--- config.mk ---
export PLATFORM = sky130hd
export DESIGN_NAME = sdram_cmd_tracker
export DESIGN_NICKNAME = d
export VERILOG_FILES = /design/src/rtl/sdram_cmd_pkg.sv /design/src/rtl/sdram_cmd_decode.sv /design/src/rtl/sdram_cmd_check.sv /design/src/rtl/sdram_bank_slot.sv /design/src/rtl/sdram_cmd_tracker.sv
export SDC_FILE = /design/constraint.sdc
export NUM_CORES = 1
export LEC_CHECK = 0
export BUFFER_PORTS_ARGS = -buffer_cell sky130_fd_sc_hd__buf_2
export CORE_MARGIN = 5
export CORE_UTILIZATION = 25
export CTS_CLUSTER_SIZE = 8
export DETAILED_ROUTE_END_ITERATION = 8
export PLACE_DENSITY_LB_ADDON = 0.15
export SLEW_MARGIN = 20
export SYNTH_ARGS = -nofsm -noshare
export SYNTH_HDL_FRONTEND = slang
export SYNTH_SLANG_ARGS = --single-unit
--- constraint.sdc ---
create_clock -name clk -period 4.4 [get_ports clk]
set_clock_uncertainty 0.2 [all_clocks]
set_input_delay 0.66 -clock clk [delete_from_list [all_inputs] [get_ports clk]]
set_output_delay 0.66 -clock clk [all_outputs]
set_load 0.005 [all_outputs]
--- src/rtl/sdram_cmd_pkg.sv ---
package sdram_cmd_pkg;

  localparam int unsigned COL_W = 11;

  typedef enum logic [3:0] {
    CMD_NOP    = 4'd0,
    CMD_ACT    = 4'd1,
    CMD_RD     = 4'd2,
    CMD_WR     = 4'd3,
    CMD_BST    = 4'd4,
    CMD_PRE    = 4'd5,
    CMD_PREALL = 4'd6,
    CMD_AREF   = 4'd7,
    CMD_SREF   = 4'd8,
    CMD_MRS    = 4'd9
  } cmd_e;

  // Pin-level decode. The a10 input splits precharge; cke splits refresh.
  function automatic cmd_e pins_to_cmd(input logic cs_n, input logic ras_n,
                                       input logic cas_n, input logic we_n,
                                       input logic a10, input logic cke);
    cmd_e c;
    if (cs_n) begin
      c = CMD_NOP;
    end else begin
      case ({ras_n, cas_n, we_n})
        3'b111:  c = CMD_NOP;
        3'b011:  c = CMD_ACT;
        3'b101:  c = CMD_RD;
        3'b100:  c = CMD_WR;
        3'b110:  c = CMD_BST;
        3'b010:  c = a10 ? CMD_PREALL : CMD_PRE;
        3'b001:  c = cke ? CMD_AREF : CMD_SREF;
        default: c = CMD_MRS;
      endcase
    end
    return c;
  endfunction

  function automatic logic is_access(input cmd_e c);
    return (c == CMD_RD) || (c == CMD_WR);
  endfunction

  function automatic logic needs_idle(input cmd_e c);
    return (c == CMD_AREF) || (c == CMD_SREF) || (c == CMD_MRS);
  endfunction

  // Commands that may be issued while the clock enable is low.
  function automatic logic cke_exempt(input cmd_e c);
    return (c == CMD_NOP) || (c == CMD_SREF);
  endfunction

  // Commands that leave the read-burst context untouched.
  function automatic logic keeps_burst(input cmd_e c);
    return (c == CMD_NOP) || (c == CMD_ACT);
  endfunction

endpackage

--- src/rtl/sdram_cmd_decode.sv ---
module sdram_cmd_decode
  import sdram_cmd_pkg::*;
#(
  parameter int unsigned ADDR_W = 13
) (
  input  logic              cs_n,
  input  logic              ras_n,
  input  logic              cas_n,
  input  logic              we_n,
  input  logic              cke,
  input  logic [ADDR_W-1:0] addr,
  input  logic              org_x8,
  output cmd_e              cmd,
  output logic [ADDR_W-1:0] row,
  output logic [COL_W-1:0]  col,
  output logic              autopre
);

  localparam int unsigned AP_BIT  = 10;
  localparam int unsigned X8_BIT  = 11;
  localparam int unsigned LOW_COL = 10;

  function automatic logic [COL_W-1:0] column_of(input logic [ADDR_W-1:0] a,
                                                 input logic x8);
    logic [COL_W-1:0] v;
    v = '0;
    v[LOW_COL-1:0] = a[LOW_COL-1:0];
    v[COL_W-1]     = x8 & a[X8_BIT];
    return v;
  endfunction

  always_comb begin
    cmd     = pins_to_cmd(cs_n, ras_n, cas_n, we_n, addr[AP_BIT], cke);
    row     = (cmd == CMD_ACT) ? addr : '0;
    col     = is_access(cmd) ? column_of(addr, org_x8) : '0;
    autopre = is_access(cmd) & addr[AP_BIT];
  end

endmodule

--- src/rtl/sdram_cmd_check.sv ---
module sdram_cmd_check
  import sdram_cmd_pkg::*;
#(
  parameter int unsigned BA_W  = 2,
  parameter int unsigned NBANK = 4
) (
  input  cmd_e             cmd,
  input  logic [BA_W-1:0]  ba,
  input  logic             cke,
  input  logic [NBANK-1:0] open_vec,
  input  logic             burst_ok,
  output logic             ev_bad_cke,
  output logic             ev_bad_state,
  output logic             ev_bad_bst,
  output logic             ev_busy,
  output logic             accept
);

  logic tgt_open;

  always_comb begin
    tgt_open     = open_vec[ba];
    ev_bad_cke   = !cke && !cke_exempt(cmd);
    ev_bad_state = (is_access(cmd) && !tgt_open) ||
                   ((cmd == CMD_ACT) && tgt_open);
    ev_bad_bst   = (cmd == CMD_BST) && !burst_ok;
    ev_busy      = needs_idle(cmd) && (|open_vec);
    accept       = !(ev_bad_cke || ev_bad_state || ev_bad_bst || ev_busy);
  end

endmodule

--- src/rtl/sdram_bank_slot.sv ---
module sdram_bank_slot #(
  parameter int unsigned ROW_W = 13
) (
  input  logic             clk,
  input  logic             rst_n,
  input  logic             do_open,
  input  logic             do_close,
  input  logic             do_sched,
  input  logic [ROW_W-1:0] row_in,
  output logic             is_open,
  output logic [ROW_W-1:0] row_q
);

  logic pend_q;

  always_ff @(posedge clk) begin
    if (!rst_n) begin
      is_open <= 1'b0;
      row_q   <= '0;
      pend_q  <= 1'b0;
    end else begin
      pend_q <= do_sched;
      if (do_open) begin
        is_open <= 1'b1;
        row_q   <= row_in;
      end else if (do_close || pend_q) begin
        is_open <= 1'b0;
      end
    end
  end

endmodule

--- src/rtl/sdram_cmd_tracker.sv ---
module sdram_cmd_tracker
  import sdram_cmd_pkg::*;
#(
  parameter int unsigned BA_W   = 2,
  parameter int unsigned ADDR_W = 13
) (
  input  logic                           clk,
  input  logic                           rst_n,
  input  logic                           cs_n,
  input  logic                           ras_n,
  input  logic                           cas_n,
  input  logic                           we_n,
  input  logic                           cke,
  input  logic [BA_W-1:0]                ba,
  input  logic [ADDR_W-1:0]              addr,
  input  logic                           org_x8,
  output logic [3:0]                     cmd_code,
  output logic [BA_W-1:0]                cmd_bank,
  output logic [ADDR_W-1:0]              cmd_row,
  output logic [COL_W-1:0]               cmd_col,
  output logic                           cmd_autopre,
  output logic                           illegal,
  output logic [(1<<BA_W)-1:0]           bank_open,
  output logic [(1<<BA_W)*ADDR_W-1:0]    bank_row
);

  localparam int unsigned NBANK = 1 << BA_W;

  cmd_e              dec_cmd;
  logic [ADDR_W-1:0] dec_row;
  logic [COL_W-1:0]  dec_col;
  logic              dec_ap;

  logic ev_bad_cke, ev_bad_state, ev_bad_bst, ev_busy, accept;
  logic burst_ok_q;

  // Named internal events for the checker.
  logic ev_open, ev_close_one, ev_close_all, ev_sched;

  sdram_cmd_decode #(.ADDR_W(ADDR_W)) u_dec (
    .cs_n    (cs_n),
    .ras_n   (ras_n),
    .cas_n   (cas_n),
    .we_n    (we_n),
    .cke     (cke),
    .addr    (addr),
    .org_x8  (org_x8),
    .cmd     (dec_cmd),
    .row     (dec_row),
    .col     (dec_col),
    .autopre (dec_ap)
  );

  sdram_cmd_check #(.BA_W(BA_W), .NBANK(NBANK)) u_chk (
    .cmd          (dec_cmd),
    .ba           (ba),
    .cke          (cke),
    .open_vec     (bank_open),
    .burst_ok     (burst_ok_q),
    .ev_bad_cke   (ev_bad_cke),
    .ev_bad_state (ev_bad_state),
    .ev_bad_bst   (ev_bad_bst),
    .ev_busy      (ev_busy),
    .accept       (accept)
  );

  always_comb begin
    ev_open      = accept && (dec_cmd == CMD_ACT);
    ev_close_one = accept && (dec_cmd == CMD_PRE);
    ev_close_all = accept && (dec_cmd == CMD_PREALL);
    ev_sched     = accept && is_access(dec_cmd) && dec_ap;
  end

  for (genvar b = 0; b < NBANK; b++) begin : g_bank
    logic hit;
    assign hit = (ba == BA_W'(b));
    sdram_bank_slot #(.ROW_W(ADDR_W)) u_slot (
      .clk      (clk),
      .rst_n    (rst_n),
      .do_open  (ev_open && hit),
      .do_close (ev_close_all || (ev_close_one && hit)),
      .do_sched (ev_sched && hit),
      .row_in   (dec_row),
      .is_open  (bank_open[b]),
      .row_q    (bank_row[b*ADDR_W +: ADDR_W])
    );
  end

  always_ff @(posedge clk) begin
    if (!rst_n) begin
      burst_ok_q <= 1'b0;
    end else if (accept && !keeps_burst(dec_cmd)) begin
      burst_ok_q <= (dec_cmd == CMD_RD) && !dec_ap;
    end
  end

  always_ff @(posedge clk) begin
    if (!rst_n) begin
      cmd_code    <= CMD_NOP;
      cmd_bank    <= '0;
      cmd_row     <= '0;
      cmd_col     <= '0;
      cmd_autopre <= 1'b0;
      illegal     <= 1'b0;
    end else begin
      cmd_code    <= dec_cmd;
      cmd_bank    <= ba;
      cmd_row     <= dec_row;
      cmd_col     <= dec_col;
      cmd_autopre <= dec_ap;
      illegal     <= !accept;
    end
  end

endmodule

# Yosys cells after proc, flatten, opt, wreduce, memory -nomap -nowiden
# Index checks and enable logic that the tools add are counted.
word_totals:
  ff_bits: 93
  input_bits: 23
  output_inout_bits: 88
  word_cells: 112
classes:
  n_lt_le_gt_ge: 1
  n_eq_ne: 19
  mux: 15
  n_bitwise: 2
  n_reduce_logical: 56
op_table:
  columns: ["operator", "count"]
  rows:
  - ["4-bit case mux with 7 select lines", 1]
  - ["1-bit logical AND", 24]
  - ["1-bit logical OR", 17]
  - ["4-bit by 3-bit == test with 1-bit output (second input constant)", 4]
  - ["13-bit 2-to-1 mux", 1]
  - ["3-bit == test (second input constant)", 4]
  - ["1-bit 2-to-1 mux", 9]
  - ["4-bit by 2-bit == test with 1-bit output (second input constant)", 2]
  - ["4-bit == test (second input constant)", 2]
  - ["4-bit 2-to-1 mux", 2]
  - ["2-bit nonzero test", 4]
  - ["1-bit logical NOT", 7]
  - ["3-bit by 2-bit == test with 1-bit output (second input constant)", 2]
  - ["2-bit == test (second input constant)", 2]
  - ["4-bit by 1-bit == test with 1-bit output (second input constant)", 1]
  - ["4-bit logical NOT", 1]
  - ["4-bit OR reduction", 1]
  - ["3-bit by 1-bit == test with 1-bit output (second input constant)", 1]
  - ["2-bit by 3-bit < comparator with 1-bit output (second input constant)", 1]
  - ["1-bit AND", 2]
  - ["1-bit binary-select mux with 2-bit select", 1]
  - ["2-bit by 1-bit == test with 1-bit output (second input constant)", 1]
  - ["2-bit logical NOT", 1]
  - ["2-bit 2-to-1 mux", 1]
  - ["2-bit AND reduction", 1]

# Depth between registers and ports, before layout
# Gate-level depths: netlist (run 1).
logic_depth:
  depth_word: 17
  depth_mapped: 6
  depth_no_buf: 4

# Modules after synthesis
# A second synthesis (run 1) with hierarchy kept.
hier_totals:
  cells_unflattened: 342
  area_unflattened_um2: 3797.4
modules_own_cells:
  columns: ["mod", "n_inst", "cells_per_inst", "area_each_um2", "seq_area_each_um2"]
  rows:
  - ["sdram_bank_slot", 4, 47, 568.0, 300.3]
  - ["sdram_cmd_tracker", 1, 99, 1099.8, 660.6]
  - ["sdram_cmd_decode", 1, 40, 299.0, 0.0]
  - ["sdram_cmd_check", 1, 15, 126.4, 0.0]

# Worst setup path after synthesis (run 1)
# Ideal clock, no wire load.
synth_path:
  kind: "input-to-reg"
  start: "input port ras_n"
  end: "register g_bank[0].u_slot.row_q[10]"
  setup_ns: 0.072
  arrival_time_ns: 1.895
  required_ns: 4.128
  setup_slack_ns: 2.233
  path_stages: 6
  n_path_buf: 2
  cell_sequence: "buf_2 -> nor4bb_1 -> a211oi_2 -> o21ai_2 -> buf_6 -> mux2i_1"
synth_between:
  elab_chain_cells: 13
  word_cells_on_any_way: 35
  classes_between: "eq/ne (14); mux (3); reduce/logical (18)"
synth_lines:
  columns: ["element", "line", "rtl"]
  rows:
  - ["start: declaration", "sdram_cmd_tracker.sv:10", "input logic ras_n,"]
  - ["3-bit by 1-bit == test with 1-bit output, or another cell as far along", "sdram_cmd_pkg.sv:26", "case ({ras_n, cas_n, we_n})"]
  - ["4-bit case mux with 7 select lines (*)", "sdram_cmd_pkg.sv:26", null]
  - ["4-bit 2-to-1 mux (*)", "sdram_cmd_pkg.sv:23", "if (cs_n) begin"]
  - ["4-bit == test, or another cell as far along", "sdram_cmd_pkg.sv:45, sdram_cmd_pkg.sv:50", null]
  - ["1-bit logical OR, on equally long branches", "sdram_cmd_pkg.sv:50, sdram_cmd_pkg.sv:41", null]
  - ["1-bit logical NOT / 1-bit logical AND (equally long branches)", "sdram_cmd_check.sv:23, sdram_cmd_check.sv:24", null]
  - ["1-bit logical AND / 1-bit logical OR (equally long branches)", "sdram_cmd_check.sv:23, sdram_cmd_check.sv:24", null]
  - ["1-bit logical OR (3 in a row)", "sdram_cmd_check.sv:28", "accept = !(ev_bad_cke || ev_bad_state || ev_bad_bst || ev_busy);"]
  - ["1-bit logical NOT", "sdram_cmd_check.sv:28", null]
  - ["1-bit logical AND", "sdram_cmd_tracker.sv:68", "ev_open = accept && (dec_cmd == CMD_ACT);"]
  - ["1-bit logical AND", "sdram_cmd_tracker.sv:80", ".do_open (ev_open && hit),"]
  - ["end signal: assignment", "sdram_bank_slot.sv:25", "row_q <= row_in;"]
  - ["end: declaration", "sdram_bank_slot.sv:11", "output logic [ROW_W-1:0] row_q"]
# Mark *: on every way between the ends. The rest lies on a longest branch, timed or not.
# A chain may end at the register's enable or synchronous reset.

# Worst setup path after layout (run 1)
layout_path:
  start: "input port cas_n"
  end: "register g_bank[1].u_slot.row_q[8]"
layout_between:
  elab_chain_cells: 13
  word_cells_on_any_way: 35
  classes_between: "eq/ne (14); mux (3); reduce/logical (18)"
layout_lines:
  columns: ["element", "line", "rtl"]
  rows:
  - ["start: declaration", "sdram_cmd_tracker.sv:11", "input logic cas_n,"]
  - ["3-bit by 1-bit == test with 1-bit output, or another cell as far along", "sdram_cmd_pkg.sv:26", null]
  - ["4-bit case mux with 7 select lines (*)", "sdram_cmd_pkg.sv:26", null]
  - ["4-bit 2-to-1 mux (*)", "sdram_cmd_pkg.sv:23", null]
  - ["4-bit == test, or another cell as far along", "sdram_cmd_pkg.sv:45, sdram_cmd_pkg.sv:50", null]
  - ["1-bit logical OR, on equally long branches", "sdram_cmd_pkg.sv:50, sdram_cmd_pkg.sv:41", null]
  - ["1-bit logical NOT / 1-bit logical AND (equally long branches)", "sdram_cmd_check.sv:23, sdram_cmd_check.sv:24", null]
  - ["1-bit logical AND / 1-bit logical OR (equally long branches)", "sdram_cmd_check.sv:23, sdram_cmd_check.sv:24", null]
  - ["1-bit logical OR (3 in a row)", "sdram_cmd_check.sv:28", null]
  - ["1-bit logical NOT", "sdram_cmd_check.sv:28", null]
  - ["1-bit logical AND", "sdram_cmd_tracker.sv:68", null]
  - ["1-bit logical AND", "sdram_cmd_tracker.sv:80", null]
  - ["end signal: assignment", "sdram_bank_slot.sv:25", null]
  - ["end: declaration", "sdram_bank_slot.sv:11", null]
# Marks and branches as above.

==> results of run 1 <==
## routing by layer
layer  up-vias  GRT usage, %
met1      1208         16.18
met5         -             0
met2        82         17.19
li1       1335             -
met4         0         5.110
met3        10         2.963
## sequential cells by signal, indices dropped and copies added (netlist names)
name                   cells
cmd_autopre                1
burst_ok_q                 1
g_bank.u_slot.pend_q       4
cmd_row                   13
g_bank.u_slot.is_open      4
cmd_col                   11
cmd_code                   4
illegal                    1
cmd_bank                   2
g_bank.u_slot.row_q       52
## layout make-up
| type | count | area share (%) |
|---|---|---|
| sequential | 93 | 42.91 |
| multi-input combinational | 214 | 32.24 |
| timing repair buffer | 111 | 12.86 |
| clock buffer | 11 | 5.594 |
| tap | 176 | 5.075 |
| clock inverter | 5 | 0.8074 |
| inverter | 6 | 0.5190 |
## how the worst max path moves through the flow
stage / start / end / slack [ns] / cells after the start
2_1_floorplan: ras_n / g_bank[0].u_slot.row_q[10] / 2.23 / 6
3_3_place_gp: cas_n / g_bank[1].u_slot.row_q[2] / 1.55 / 5
3_5_place_dp: cas_n / g_bank[1].u_slot.row_q[8] / 1.47 / 5
4_1_cts: cas_n / g_bank[1].u_slot.row_q[8] / 1.84 / 5
5_1_grt: cas_n / g_bank[1].u_slot.row_q[1] / 1.67 / 5
6_report: cas_n / g_bank[1].u_slot.row_q[8] / 1.86 / 5
## cell usage after synthesis (all sizes together), types with 3 or more instances
| library cell | instances |
|---|---|
| and2 | 13 |
| o21ai | 11 |
| nor3 | 5 |
| nand2b | 3 |
| and3 | 15 |
| dfxtp | 93 |
| mux2i | 52 |
| nor2 | 9 |
| nand2 | 71 |
| nor4 | 4 |
| buf | 10 |
| a21oi | 5 |
| clkbuf | 15 |
| inv | 6 |
## logic make-up after synthesis
group | after synthesis | synth area share [%]
muxes | 53 | 15.86
AOI/OAI and AO/OA | 30 | 6.102
buffers and inverters | 31 | 4.786
xor gates and xnor gates | 1 | 0.2558
DFF | 93 | 54.37
and+or+nand+nor | 130 | 18.63
## power by group
| part | leakage, nW | switching, mW | internal [mW] | total, mW |
|---|---|---|---|---|
| Sequential | 0.751 | 0.00319 | 0.851 | 0.854 |
| Clock | 0.136 | 0.328 | 0.400 | 0.728 |
| Combinational | 1.43 | 0.0620 | 0.0306 | 0.0926 |
## metrics by stage
| stage | hold WS [ns] | std cells | area [um2] | util (%) |
|---|---|---|---|---|
| final | 0.2350 | 616 | 4339 | 32.51 |
| after floorplan | 0.2108 | 338 | 3425 | - |
| after CTS | 0.2366 | 616 | 4339 | 32.51 |
| after global routing | 0.2845 | 616 | 4339 | 32.51 |
| after global placement | 0.2226 | 600 | 4061 | 30.43 |
| after detailed placement | 0.2256 | 600 | 4061 | 30.43 |
## critical path: stages
cell and delay (ns):
buf_2 0.20, nor4bb_1 0.50, a211oi_2 0.16, o21ai_2 0.79
mux2i_1 0.26
==> impl_metrics.yaml, run 1 <==
run_status:
  status: "finished, final reports clean"
clock_network:
  cts_tree: "done"
  numCtsBuffers: 9
  ctsResizeCount: 0
  clockBufferDepth: 2
  cts_hold_buf: 0
  cts-root-buf: "clkbuf_16"
  clock_sinks: 93
  clk_pin_slew_ns: 0.07
  htree_levels: 3
  cts_setup_buffers: 0
  clk_latency_ns: 0.33
place:
  place_congestion: 0.7484
  place_hpwl_mm: 6.761
  port_buffers: 110
  place_ws_ns: 1.473
logic_synthesis:
  syn_avg_cell_area_um2: 10.13
  synth_cell_type_count: 41
  synth_warnings: 0
  synth-seq-cells: 93
  synth-main-ff-cell: "dfxtp_1"
  async_flop_share_pct: 0
  syn_area_um2: 3425
  syn_nets: 361
  ys_top_cells_by_area: "dfxtp_1 54%, mux2i_1 15%, nand2_1 7.8%"
  synth_top_cell_area_share_pct: 54.37
  syn-instance-count: 338
  synth_largest_area_cell: "dfxtp_1"
  synth_edf_count: 0
  ys_seq_area_share_pct: 54.37
setup_path:
  worstPathRequired_ns: 4.46
  path_class: "in2reg"
  worstSetupEndpointType: "flip-flop"
  reg2reg_slack_ns: 2.11
  crit_fanout: 13
  startpoint_type: "input pin"
  rr_endpoint: "g_bank[1].u_slot.row_q[8]"
  crit_arrival_ns: 2.59
  reg2regPathDepth: 4
  reg2reg_from: "burst_ok_q"
power_and_ir_drop:
  leakage_nw: 2.315
  finalPower_mw: 1.674
  powerDensity_nw_per_um2: 385.9
  ir_worst_vdd_mv: 0.1452
global_route:
  grt_use_total_pct: 11.68
  grt_pass1_vias: 2632
  grt_pass1_wl_mm: 14.77
  grt-ovfl-total: 0
  antenna_found_initial: 0
  grt_max_degree: 88
timing:
  final_max_slew_viol_count: 0
  worstMarginPinSlew_ns: 0.9849
  rsz0062_at_grt: "no"
  hold_viol: 0
  finalSetupViolations: 0
  fmax_ghz: 0.3945
  final.setup.worst_slack_ns: 1.865
  layout_min_cycle_time_ns: 2.535
  fin_crit_sh_pct: 57.61
  setup_tns_ns: 0
  slew_headroom_pct: 34.34
floorplanning:
  dieWidth_um: 127.0
  rows: 42
  io_pins: 111
  die-height_um: 127.0
  core-area_um2: 13350
  initial_core_util_pct: 25.66
  die_area_um2: 16140
cells_and_area:
  multi_input_area_um2: 1399
  n_antenna_cell: 0
  fillers: 1406
  drive_gt1_share_pct: 31.36
  area_delta_synth_final_pct: 26.71
  layout.nets: 458
  register_area_um2: 1862
  final_cell_mix: "110 x buf_2, 93 x dfxtp_1, 71 x nand2_1"
  final_common_cell: "buf_2"
detailed_routing:
  num_vias: 2635
  route.met3.wl_um: 591
  remaining_drc_errors: 0
  drtIter0Drc: 166
  met2_length_mm: 4.070
  vias_per_cell: 4.278
  drt_first_pass_iters: 4
  drt-total-wl_mm: 9.326
  wire_per_inst_um: 15.14
  drt-met1-wl_mm: 4.520
  antenna_left: 0
  top_layer: "met4"
hold_path:
  worst_hold_path_type: "reg2reg"
  hold_path_end: "g_bank[2].u_slot.is_open"
  hold_start: "g_bank[2].u_slot.pend_q"
  whs_path_depth: 1
run:
  max_cap_violations: 0
Note: power is estimated with default switching activity, not from simulation.
==> run 2: changes to the inputs <==
==> constraint.sdc (replaced) <==
create_clock -name clk -period 2.05 [get_ports clk]
set_clock_uncertainty 0.2 [all_clocks]
set_input_delay 0.3075 -clock clk [delete_from_list [all_inputs] [get_ports clk]]
set_output_delay 0.3075 -clock clk [all_outputs]
set_load 0.005 [all_outputs]
==> run 2 against run 1 <==
Compared with the run above: register-to-register slack worse by 2.0 ns; count of clock-buffer cells in the layout did not move; final area is 5.6% higher; total power grew 120%; sequential share of layout area down 2.3 points; critical endpoint is now g_bank[0].u_slot.pend_q.
==> impl_metrics.yaml, run 2 (synthesized netlist as in run 1, its figures left out) <==
setup_path:
  crit_family: "multiplexers"
  endpoint: "g_bank[0].u_slot.pend_q"
  worstPathRequired_ns: 2.04
  rr_endpoint: "g_bank[0].u_slot.pend_q"
  slowest_delay_ns: 0.59
  startpoint_type: "flip-flop"
  crit_path_start: "g_bank[2].u_slot.is_open"
  reg2reg_from: "g_bank[2].u_slot.is_open"
  crit_fanout: 8
  path_depth: 4
  crit_arrival_ns: 1.96
  slowest_stage: "mux4_2"
  worstPathCellList: "mux4_2 -> or3_1 -> o21ai_0 -> nor4_1"
  reg2regPathDepth: 4
  worstSetupEndpointType: "flip-flop"
  reg2reg_slack_ns: 0.08
  crit_buf_inv: 0
  path_class: "reg2reg"
detailed_routing:
  wire_per_inst_um: 15.00
  antenna_left: 0
  vias_per_cell: 4.299
  num_vias: 2730
  remaining_drc_errors: 0
  drt_first_pass_iters: 6
  drtIter0Drc: 140
  drt-total-wl_mm: 9.526
timing:
  worstMarginPinSlew_ns: 0.5953
  fin_crit_sh_pct: 95.98
  hold_viol: 0
  layout_min_cycle_time_ns: 1.968
  rsz0062_at_grt: "no"
  finalSetupViolations: 0
  slew_headroom_pct: 59.89
  hold_slack_ns: 0.01907
  fmax_ghz: 0.5083
  final_max_slew_viol_count: 0
floorplanning:
  die-height_um: 127.0
  core-area_um2: 13350
  dieWidth_um: 127.0
  io_pins: 111
  initial_core_util_pct: 25.66
  die_area_um2: 16140
  rows: 42
global_route:
  grt_max_degree: 54
  grt_use_met3_pct: 3.923
  grt.busiest_layer: "met2"
  grt_pass1_wl_mm: 14.91
  grtUsageMet1_pct: 16.19
  grtUsageMet2_pct: 17.65
  grt-ovfl-total: 0
  grt_pass1_vias: 2721
  antenna_found_initial: 0
  grt_use_total_pct: 11.91
clock_network:
  clock_sinks: 93
  clk_pin_slew_ns: 0.06
  clk_latency_ns: 0.33
  clockBufferDepth: 2
  numCtsBuffers: 9
  cts-root-buf: "clkbuf_16"
  cts_tree: "done"
  htree_levels: 3
cells_and_area:
  design_area_um2: 4583
  layout.nets: 479
  n_antenna_cell: 0
  largest_reg_flops: 52
  area_delta_synth_final_pct: 33.83
  drive_gt1_share_pct: 32.46
  register_area_um2: 1862
  largest_registers: "g_bank.u_slot.row_q x52, cmd_row x13, cmd_col x11"
  final_common_cell: "buf_2"
  top_register: "g_bank.u_slot.row_q"
  multi_input_area_um2: 1401
  final_cell_mix: "110 x buf_2, 93 x dfxtp_1, 70 x nand2_1"
  fillers: 1414
place:
  place_congestion: 0.7960
  port_buffers: 110
  post_dp_cell_area_um2: 4202
  place_hpwl_mm: 7.001
run:
  max_cap_violations: 0
power_and_ir_drop:
  powerDensity_nw_per_um2: 807.9
  leakage_nw: 2.437
  ir_worst_vdd_mv: 0.3189
hold_path:
  hold_start: "addr[0]"
  worst_hold_path_type: "in2reg"
run_status:
  status: "finished, final reports clean"
-- run 2: cell count changes in the layout (fill, tap and decap cells not counted), sizes merged --
cell / before / now
dlygate4sd3: 0 / 9
bufinv: 0 / 1
buf: 111 / 123
clkinv: 3 / 0
-- run 2: repair_timing --
item                                    CTS  global route
hold buffers                              9             0
gates resized for setup                   0             1
buffers inserted                          0             0
hold endpoints to repair                  9             0
endpoints found under the setup margin    0             1
-- run 2: per-layer routing --
layer | share of wire (%) | vias up | wire length (um)
met5 | 0 | - | 0
met4 | 1.4 | 0 | 136
met3 | 5.8 | 11 | 557
met2 | 45 | 74 | 4312
met1 | 47 | 1265 | 4519
li1 | - | 1380 | -
-- run 2: final cells by class --
cell class | count | area share [%]
clock buffers | 11 | 5.296
clock inverters | 3 | 1.010
inverters | 6 | 0.4914
multi-input cells | 214 | 30.58
flip-flops and latches | 93 | 40.62
well taps | 176 | 4.805
repair buffers | 132 | 17.20
-- run 2: worst min-delay path by stage --
stage                          endpoint  slack [ns]  cells past startpoint
6_report                     cmd_col[0]        0.02                      2
5_1_grt                      cmd_col[1]        0.02                      2
4_1_cts                      cmd_col[0]       0.009                      2
3_5_place_dp   g_bank[2].u_slot.is_open        0.23                      1
3_3_place_gp   g_bank[2].u_slot.is_open        0.22                      1
2_1_floorplan  g_bank[2].u_slot.is_open        0.21                      1
-- run 2: per-stage QoR --
stage	std cells	power, mW	worst slack [ns]	setup TNS [ns]	utilization, %
after global routing	635	3.868	0.01967	0	34.34
after CTS	635	3.766	0.09839	0	34.32
after detailed placement	612	2.093	-0.006457	-0.01595	31.48
after floorplan	338	1.991	0.2357	0	-
after global placement	612	2.091	0.007328	0	31.48
final	635	3.703	0.08246	0	34.34
-- run 2: report_power, final --
| group | internal (mW) | total, mW | leakage, nW | switching, mW |
|---|---|---|---|---|
| Sequential | 1.83 | 1.83 | 0.751 | 0.00717 |
| Clock | 0.970 | 1.64 | 0.138 | 0.671 |
| Combinational | 0.0894 | 0.228 | 1.55 | 0.139 |
| Total | 2.89 | 3.70 | 2.44 | 0.817 |
